**src/rtl/dac_stage_pkg.sv**
```systemverilog
package dac_stage_pkg;
  localparam int BYTE_W = 8;
  localparam int ADDR_W = 2;

  typedef enum logic [ADDR_W-1:0] {
    REG_LO   = 2'd0,
    REG_HI   = 2'd1,
    REG_CTRL = 2'd2,
    REG_CMD  = 2'd3
  } reg_sel_e;

  localparam int CMD_PLOAD_BIT  = 0;
  localparam int CMD_PAPPLY_BIT = 1;
endpackage

```
**src/rtl/dac_stage_decode.sv**
```systemverilog
module dac_stage_decode
  import dac_stage_pkg::*;
#(
  parameter int CODE_W = 12,
  parameter int CH_N   = 8,
  localparam int SEL_W = $clog2(CH_N),
  localparam int HI_W  = CODE_W - BYTE_W
) (
  input  logic                 clk,
  input  logic                 rst,
  input  logic                 wr_en,
  input  logic [ADDR_W-1:0]    wr_addr,
  input  logic [BYTE_W-1:0]    wr_data,
  output logic [SEL_W-1:0]     sel_q,
  output logic [CODE_W-1:0]    data_word,
  output logic [CODE_W-1:0]    commit_word,
  output logic                 commit_en,
  output logic                 upd_cmd,
  output logic                 pload_cmd,
  output logic                 papply_cmd
);
  logic [BYTE_W-1:0] lo_q;
  logic [HI_W-1:0]   hi_q;
  logic              hit_lo, hit_hi, hit_ctrl, hit_cmd;

  always_comb begin
    hit_lo   = wr_en && (wr_addr == REG_LO);
    hit_hi   = wr_en && (wr_addr == REG_HI);
    hit_ctrl = wr_en && (wr_addr == REG_CTRL);
    hit_cmd  = wr_en && (wr_addr == REG_CMD);
    upd_cmd    = hit_ctrl && wr_data[SEL_W];
    pload_cmd  = hit_cmd && wr_data[CMD_PLOAD_BIT];
    papply_cmd = hit_cmd && wr_data[CMD_PAPPLY_BIT];
    commit_en   = hit_hi;
    commit_word = {wr_data[HI_W-1:0], lo_q};
    data_word   = {hi_q, lo_q};
  end

  always_ff @(posedge clk) begin
    if (rst) begin
      lo_q  <= '0;
      hi_q  <= '0;
      sel_q <= '0;
    end else begin
      if (hit_lo) lo_q <= wr_data;
      if (hit_hi) hi_q <= wr_data[HI_W-1:0];
      if (hit_ctrl && !wr_data[SEL_W]) sel_q <= wr_data[SEL_W-1:0];
    end
  end

  assert_sel_keep_R4: assert property (@(posedge clk) disable iff (rst)
    upd_cmd |=> $stable(sel_q));
  assert_lo_keep_R6: assert property (@(posedge clk) disable iff (rst)
    !hit_lo |=> $stable(lo_q));
endmodule

```
**src/rtl/dac_stage_slot.sv**
```systemverilog
module dac_stage_slot #(
  parameter int CODE_W = 12
) (
  input  logic              clk,
  input  logic              rst,
  input  logic              commit_en,
  input  logic [CODE_W-1:0] commit_word,
  input  logic              upd_cmd,
  input  logic              papply_cmd,
  input  logic [CODE_W-1:0] preset,
  output logic [CODE_W-1:0] out_q
);
  logic [CODE_W-1:0] hold_q;
  logic              pend_q;

  always_ff @(posedge clk) begin
    if (rst) begin
      hold_q <= '0;
      pend_q <= 1'b0;
      out_q  <= '0;
    end else begin
      if (commit_en) hold_q <= commit_word;
      if (upd_cmd || papply_cmd) pend_q <= 1'b0;
      else if (commit_en)        pend_q <= 1'b1;
      if (papply_cmd)                out_q <= preset;
      else if (upd_cmd && pend_q)    out_q <= hold_q;
    end
  end

  assert_out_hold_R3: assert property (@(posedge clk) disable iff (rst)
    (!(upd_cmd && pend_q) && !papply_cmd) |=> $stable(out_q));
  assert_pend_clear_R5: assert property (@(posedge clk) disable iff (rst)
    (upd_cmd || papply_cmd) |=> !pend_q);
  assert_apply_R7: assert property (@(posedge clk) disable iff (rst)
    papply_cmd |=> (out_q == $past(preset)));
  assert_commit_R2: assert property (@(posedge clk) disable iff (rst)
    (commit_en && !upd_cmd && !papply_cmd) |=> (pend_q && hold_q == $past(commit_word)));
endmodule

```
**src/rtl/dac_stage_top.sv**
```systemverilog
module dac_stage_top
  import dac_stage_pkg::*;
#(
  parameter int CODE_W = 12,
  parameter int CH_N   = 8,
  localparam int SEL_W = $clog2(CH_N)
) (
  input  logic                   clk,
  input  logic                   rst,
  input  logic                   wr_en,
  input  logic [1:0]             wr_addr,
  input  logic [7:0]             wr_data,
  output logic [CH_N*CODE_W-1:0] dac_codes,
  output logic                   commit_pulse
);
  logic [SEL_W-1:0]  sel_q;
  logic [CODE_W-1:0] data_word, commit_word, preset_q;
  logic              commit_en, upd_cmd, pload_cmd, papply_cmd;

  dac_stage_decode #(.CODE_W(CODE_W), .CH_N(CH_N)) u_decode (
    .clk(clk), .rst(rst), .wr_en(wr_en), .wr_addr(wr_addr), .wr_data(wr_data),
    .sel_q(sel_q), .data_word(data_word), .commit_word(commit_word),
    .commit_en(commit_en), .upd_cmd(upd_cmd), .pload_cmd(pload_cmd),
    .papply_cmd(papply_cmd)
  );

  always_ff @(posedge clk) begin
    if (rst) begin
      preset_q     <= '0;
      commit_pulse <= 1'b0;
    end else begin
      if (pload_cmd) preset_q <= data_word;
      commit_pulse <= upd_cmd || papply_cmd;
    end
  end

  for (genvar i = 0; i < CH_N; i++) begin : g_slot
    dac_stage_slot #(.CODE_W(CODE_W)) u_slot (
      .clk(clk), .rst(rst),
      .commit_en(commit_en && (sel_q == SEL_W'(i))),
      .commit_word(commit_word),
      .upd_cmd(upd_cmd), .papply_cmd(papply_cmd), .preset(preset_q),
      .out_q(dac_codes[i*CODE_W +: CODE_W])
    );
  end

  assert_pulse_on_R8: assert property (@(posedge clk) disable iff (rst)
    (upd_cmd || papply_cmd) |=> commit_pulse);
  assert_pulse_off_R8: assert property (@(posedge clk) disable iff (rst)
    !(upd_cmd || papply_cmd) |=> !commit_pulse);
  assert_preset_keep_R6: assert property (@(posedge clk) disable iff (rst)
    !pload_cmd |=> $stable(preset_q));
endmodule

```
**config.mk**
```make
export PLATFORM = sky130hd
export DESIGN_NAME = dac_stage_top
export DESIGN_NICKNAME = d
export VERILOG_FILES = /design/src/rtl/dac_stage_pkg.sv /design/src/rtl/dac_stage_decode.sv /design/src/rtl/dac_stage_slot.sv /design/src/rtl/dac_stage_top.sv
export SDC_FILE = /design/constraint.sdc
export NUM_CORES = 1
export LEC_CHECK = 0
export ABC_AREA = 1
export ABC_CLOCK_PERIOD_IN_PS = 1200
export BUFFER_PORTS_ARGS = -buffer_cell sky130_fd_sc_hd__buf_2
export CORE_MARGIN = 4
export CORE_UTILIZATION = 52
export CTS_BUF_LIST = sky130_fd_sc_hd__clkbuf_4
export CTS_CLUSTER_DIAMETER = 30
export DETAILED_ROUTE_END_ITERATION = 8
export PLACE_DENSITY = 0.72
export SYNTH_ARGS = -nofsm -noshare
export SYNTH_HDL_FRONTEND = slang
export SYNTH_SLANG_ARGS = --single-unit
```
**constraint.sdc**
```tcl
create_clock -name clk -period 1.2 [get_ports clk]
set_input_delay 0 -clock clk [delete_from_list [all_inputs] [get_ports clk]]
set_output_delay 0 -clock clk [all_outputs]
set_load 0.03 [all_outputs]
```
==> flow_summary.toml <==
[finish]
finalNonFillerCells = 1975
num-nets-final = 1713
nFillCells = 1522
syn_to_final_growth_pct = 34.2
final-seq-area_mm2 = 0.00469
drive_gt1_share_pct = 26.3
multiInputGateArea_mm2 = 0.00441

[clock_network]
htree_levels = 2
cts_tree = "built"
cts_num_sinks = 228
cts_buffers = 60
clk-insertion-delay-late_ns = 0.70
clk_pin_slew_worst_paths_ns = 0.06
cts_buffer_depth = 3
cts_root_buf = "clkbuf_4"

[synthesis]
ys.flop_type = "dfxtp_1"
synth_edf_count = 0
synth.yosys.seq_area_share_pct = 46.3
ys_types = 16
async_reset_ff_share_pct = 0
syn_avg_cell_area_um2 = 6.64
synth_nets = 1496
ys_ff_latch = 228
syn-cell-area_mm2 = 0.00985
post-synth-top-count-cell = "nor2_1"
yosysWarnings = 0
synth_top_area_cell = "dfxtp_1"
synth.top_cells.by_area = "dfxtp_1 46%, nor2_1 14%, nand2_1 14%"
synth_top_area_share_pct = 46.3
synth_commonest_cells = "372 x nor2_1, 367 x nand2_1, 228 x dfxtp_1"
syn_inst = 1483

[status]
violations = "hold timing, setup timing"
status = "complete, but fails checks"

[pwr]
pwr-share-comb_pct = 10.8
ir_drop_uv = 624
p_clk_share_pct = 39.6
p_int_mw = 11.6
p_switching_mw = 4.34
seq_power_share_pct = 49.6
switching_share_pct = 27.1
leakage_nw = 6.85
powerDensity_mw_per_mm2 = 1210

[timing]
fmax_mhz = 803
slew_violations = 0
rsz0062_at_grt = "true"
setup_ws_ns = -0.0456
period_needed_ns = 1.25
period_share_pct = 104
worst_slew_pin_slew_ns = 1.15
hold_ws_ns = -0.315
maxSlewHeadroom_pct = 23.3
finalSetupTns_ns = -0.470
finalClockSkew_ns = 0.0315
setup_viol = 31
finalHoldViolations = 126

[die]
die_w_um = 146
coreArea_mm2 = 0.0186
ios = 110
row_count = 50
die-area_mm2 = 0.0212
start_util_pct = 52.8
fp.dieH_um = 146

[drt]
drtAntennaViolNets = 0
wire_per_inst_um = 15.0
wirelength_um = 29700
dr.first_iter.drc_count = 956
drc = 0
vias_per_cell = 5.12
vias = 10100
drt_pass1_iterations = 6

[global_routing]
groute.usage.overall_pct = 27.4
grt_overflow = 0
grt_pass1_wl_um = 47800
antenna_found_initial = 1
grt_pass1_vias = 9398
grt_max_degree = 67

[setup_path]
required_ns = 1.77
cp_slowest_cell = "dfxtp_2"
worstSetupPathType = "flop to flop"
endpoint_kind = "flop"
path_cells = "inv_2, nand2_2, nor2_4, nand2_4, buf_12, clkinvlp_4, nor2_2, nor2_1"
cp_data_arrival_time_ns = 1.81
startpoint_type = "flop"
critPathMaxFanout = 6
max_stage_delay_ns = 0.36

[placed_design]
dpl.cell_count = 1824
dp_hpwl_um = 17700
port_buffers = 109
place.gp.congestion = 0.841

[run]
drv_cap = 0

[hold_path]
hp-class = "primary input to flop"
==> power by group through the flow <==
stage	logic (mW)	clock network (mW)	registers, mW
2_1_floorplan	0.676	0	8.26
3_3_place_gp	1.39	0	8.03
3_5_place_dp	1.41	0	8.04
4_1_cts	1.66	6.45	7.92
5_1_grt	1.88	6.88	7.94
6_report	1.73	6.33	7.92
==> what timing repair did <==
item / CTS / global route
hold endpoints to repair: 228 / 157
cloned: 2 / 0
pin swaps: 19 / 1
resized for setup: 307 / 64
buffers inserted: 5 / 10
hold buffers: 31 / 7
endpoints found under the setup margin: 154 / 190
==> cells in the final DEF (no fill, tap or decap), drive strengths merged, types with 29 or more instances in the layout <==
cell type	instances
dlygate4sd3	29
o21ai	87
buf	225
a21oi	45
nand2	367
dfxtp	228
clkbuf	82
inv	136
nor2	375
nand3	135
==> kinds of logic (layout without fill, tap and decap cells) <==
kind of cell / Yosys count / in the layout / share of synthesized area [%]
flops: 228 / 228 / 46.3
compound gates: 132 / 132 / 6.71
other cells: 0 / 2 / 0
buf+inv: 236 / 492 / 9.77
simple gates: 887 / 887 / 37.2
==> registers in the layout (all words and copies together) (netlist names) <==
signal,cells
g_slot.u_slot.pend_q,8
g_slot.u_slot.hold_q,96
u_decode.lo_q,8
commit_pulse,1
u_decode.hi_q,4
preset_q,12
u_decode.sel_q,3
g_slot.u_slot.out_q,96
==> cell type report <==
class / instances / area share (%)
diodes: 2 / 0.0379
clock buffers: 82 / 4.66
clock inverters: 19 / 0.587
inverters: 135 / 3.90
multi-input cells: 1019 / 33.3
flip-flops and latches: 228 / 35.5
well taps: 234 / 2.22
repair buffers: 255 / 19.7
repair inverters: 1 / 0.0568
==> metal layers <==
metal  global-route usage (%)  vias to the layer above  wire, um
met5                        0                        -         0
met4                     11.4                        0       902
met3                     5.42                       66      2360
met2                     43.6                      422     14100
met1                     36.6                     4601     12400
li1                         -                     5032         -
==> worst max-delay path: cells and delay by family (launching register included) <==
kind,cells,cell delay (ns)
simple gates,5,0.47
flops,1,0.36
buf+inv,3,0.30
==> per-stage QoR <==
stage | power [mW] | utilization [%] | setup slack [ns] | instance area, um2
finish | 16.0 | 70.9 | -0.0456 | 13200
global route | 16.7 | 70.9 | -0.143 | 13200
CTS | 16.0 | 69.9 | -0.0471 | 13000
detailed placement | 9.45 | 60.0 | -0.0742 | 11200
global placement | 9.42 | 60.0 | -0.0598 | 11200
floorplan | 8.93 | - | 0.0343 | 9850
==> worst paths after layout <==
| path | from | endpoint | slack [ns] | cells past startpoint |
|---|---|---|---|---|
| setup / recovery | u_decode.sel_q[1] | g_slot[0].u_slot.hold_q[1] | -0.05 | 8 |
| hold / removal | rst | preset_q[2] | -0.32 | 4 |
| setup reg to reg | u_decode.sel_q[1] | g_slot[0].u_slot.hold_q[1] | -0.05 | 8 |
| hold reg to reg | g_slot[3].u_slot.hold_q[2] | g_slot[3].u_slot.hold_q[2] | 0.46 | 2 |
No activity file was read; power rests on OpenSTA's default activity.
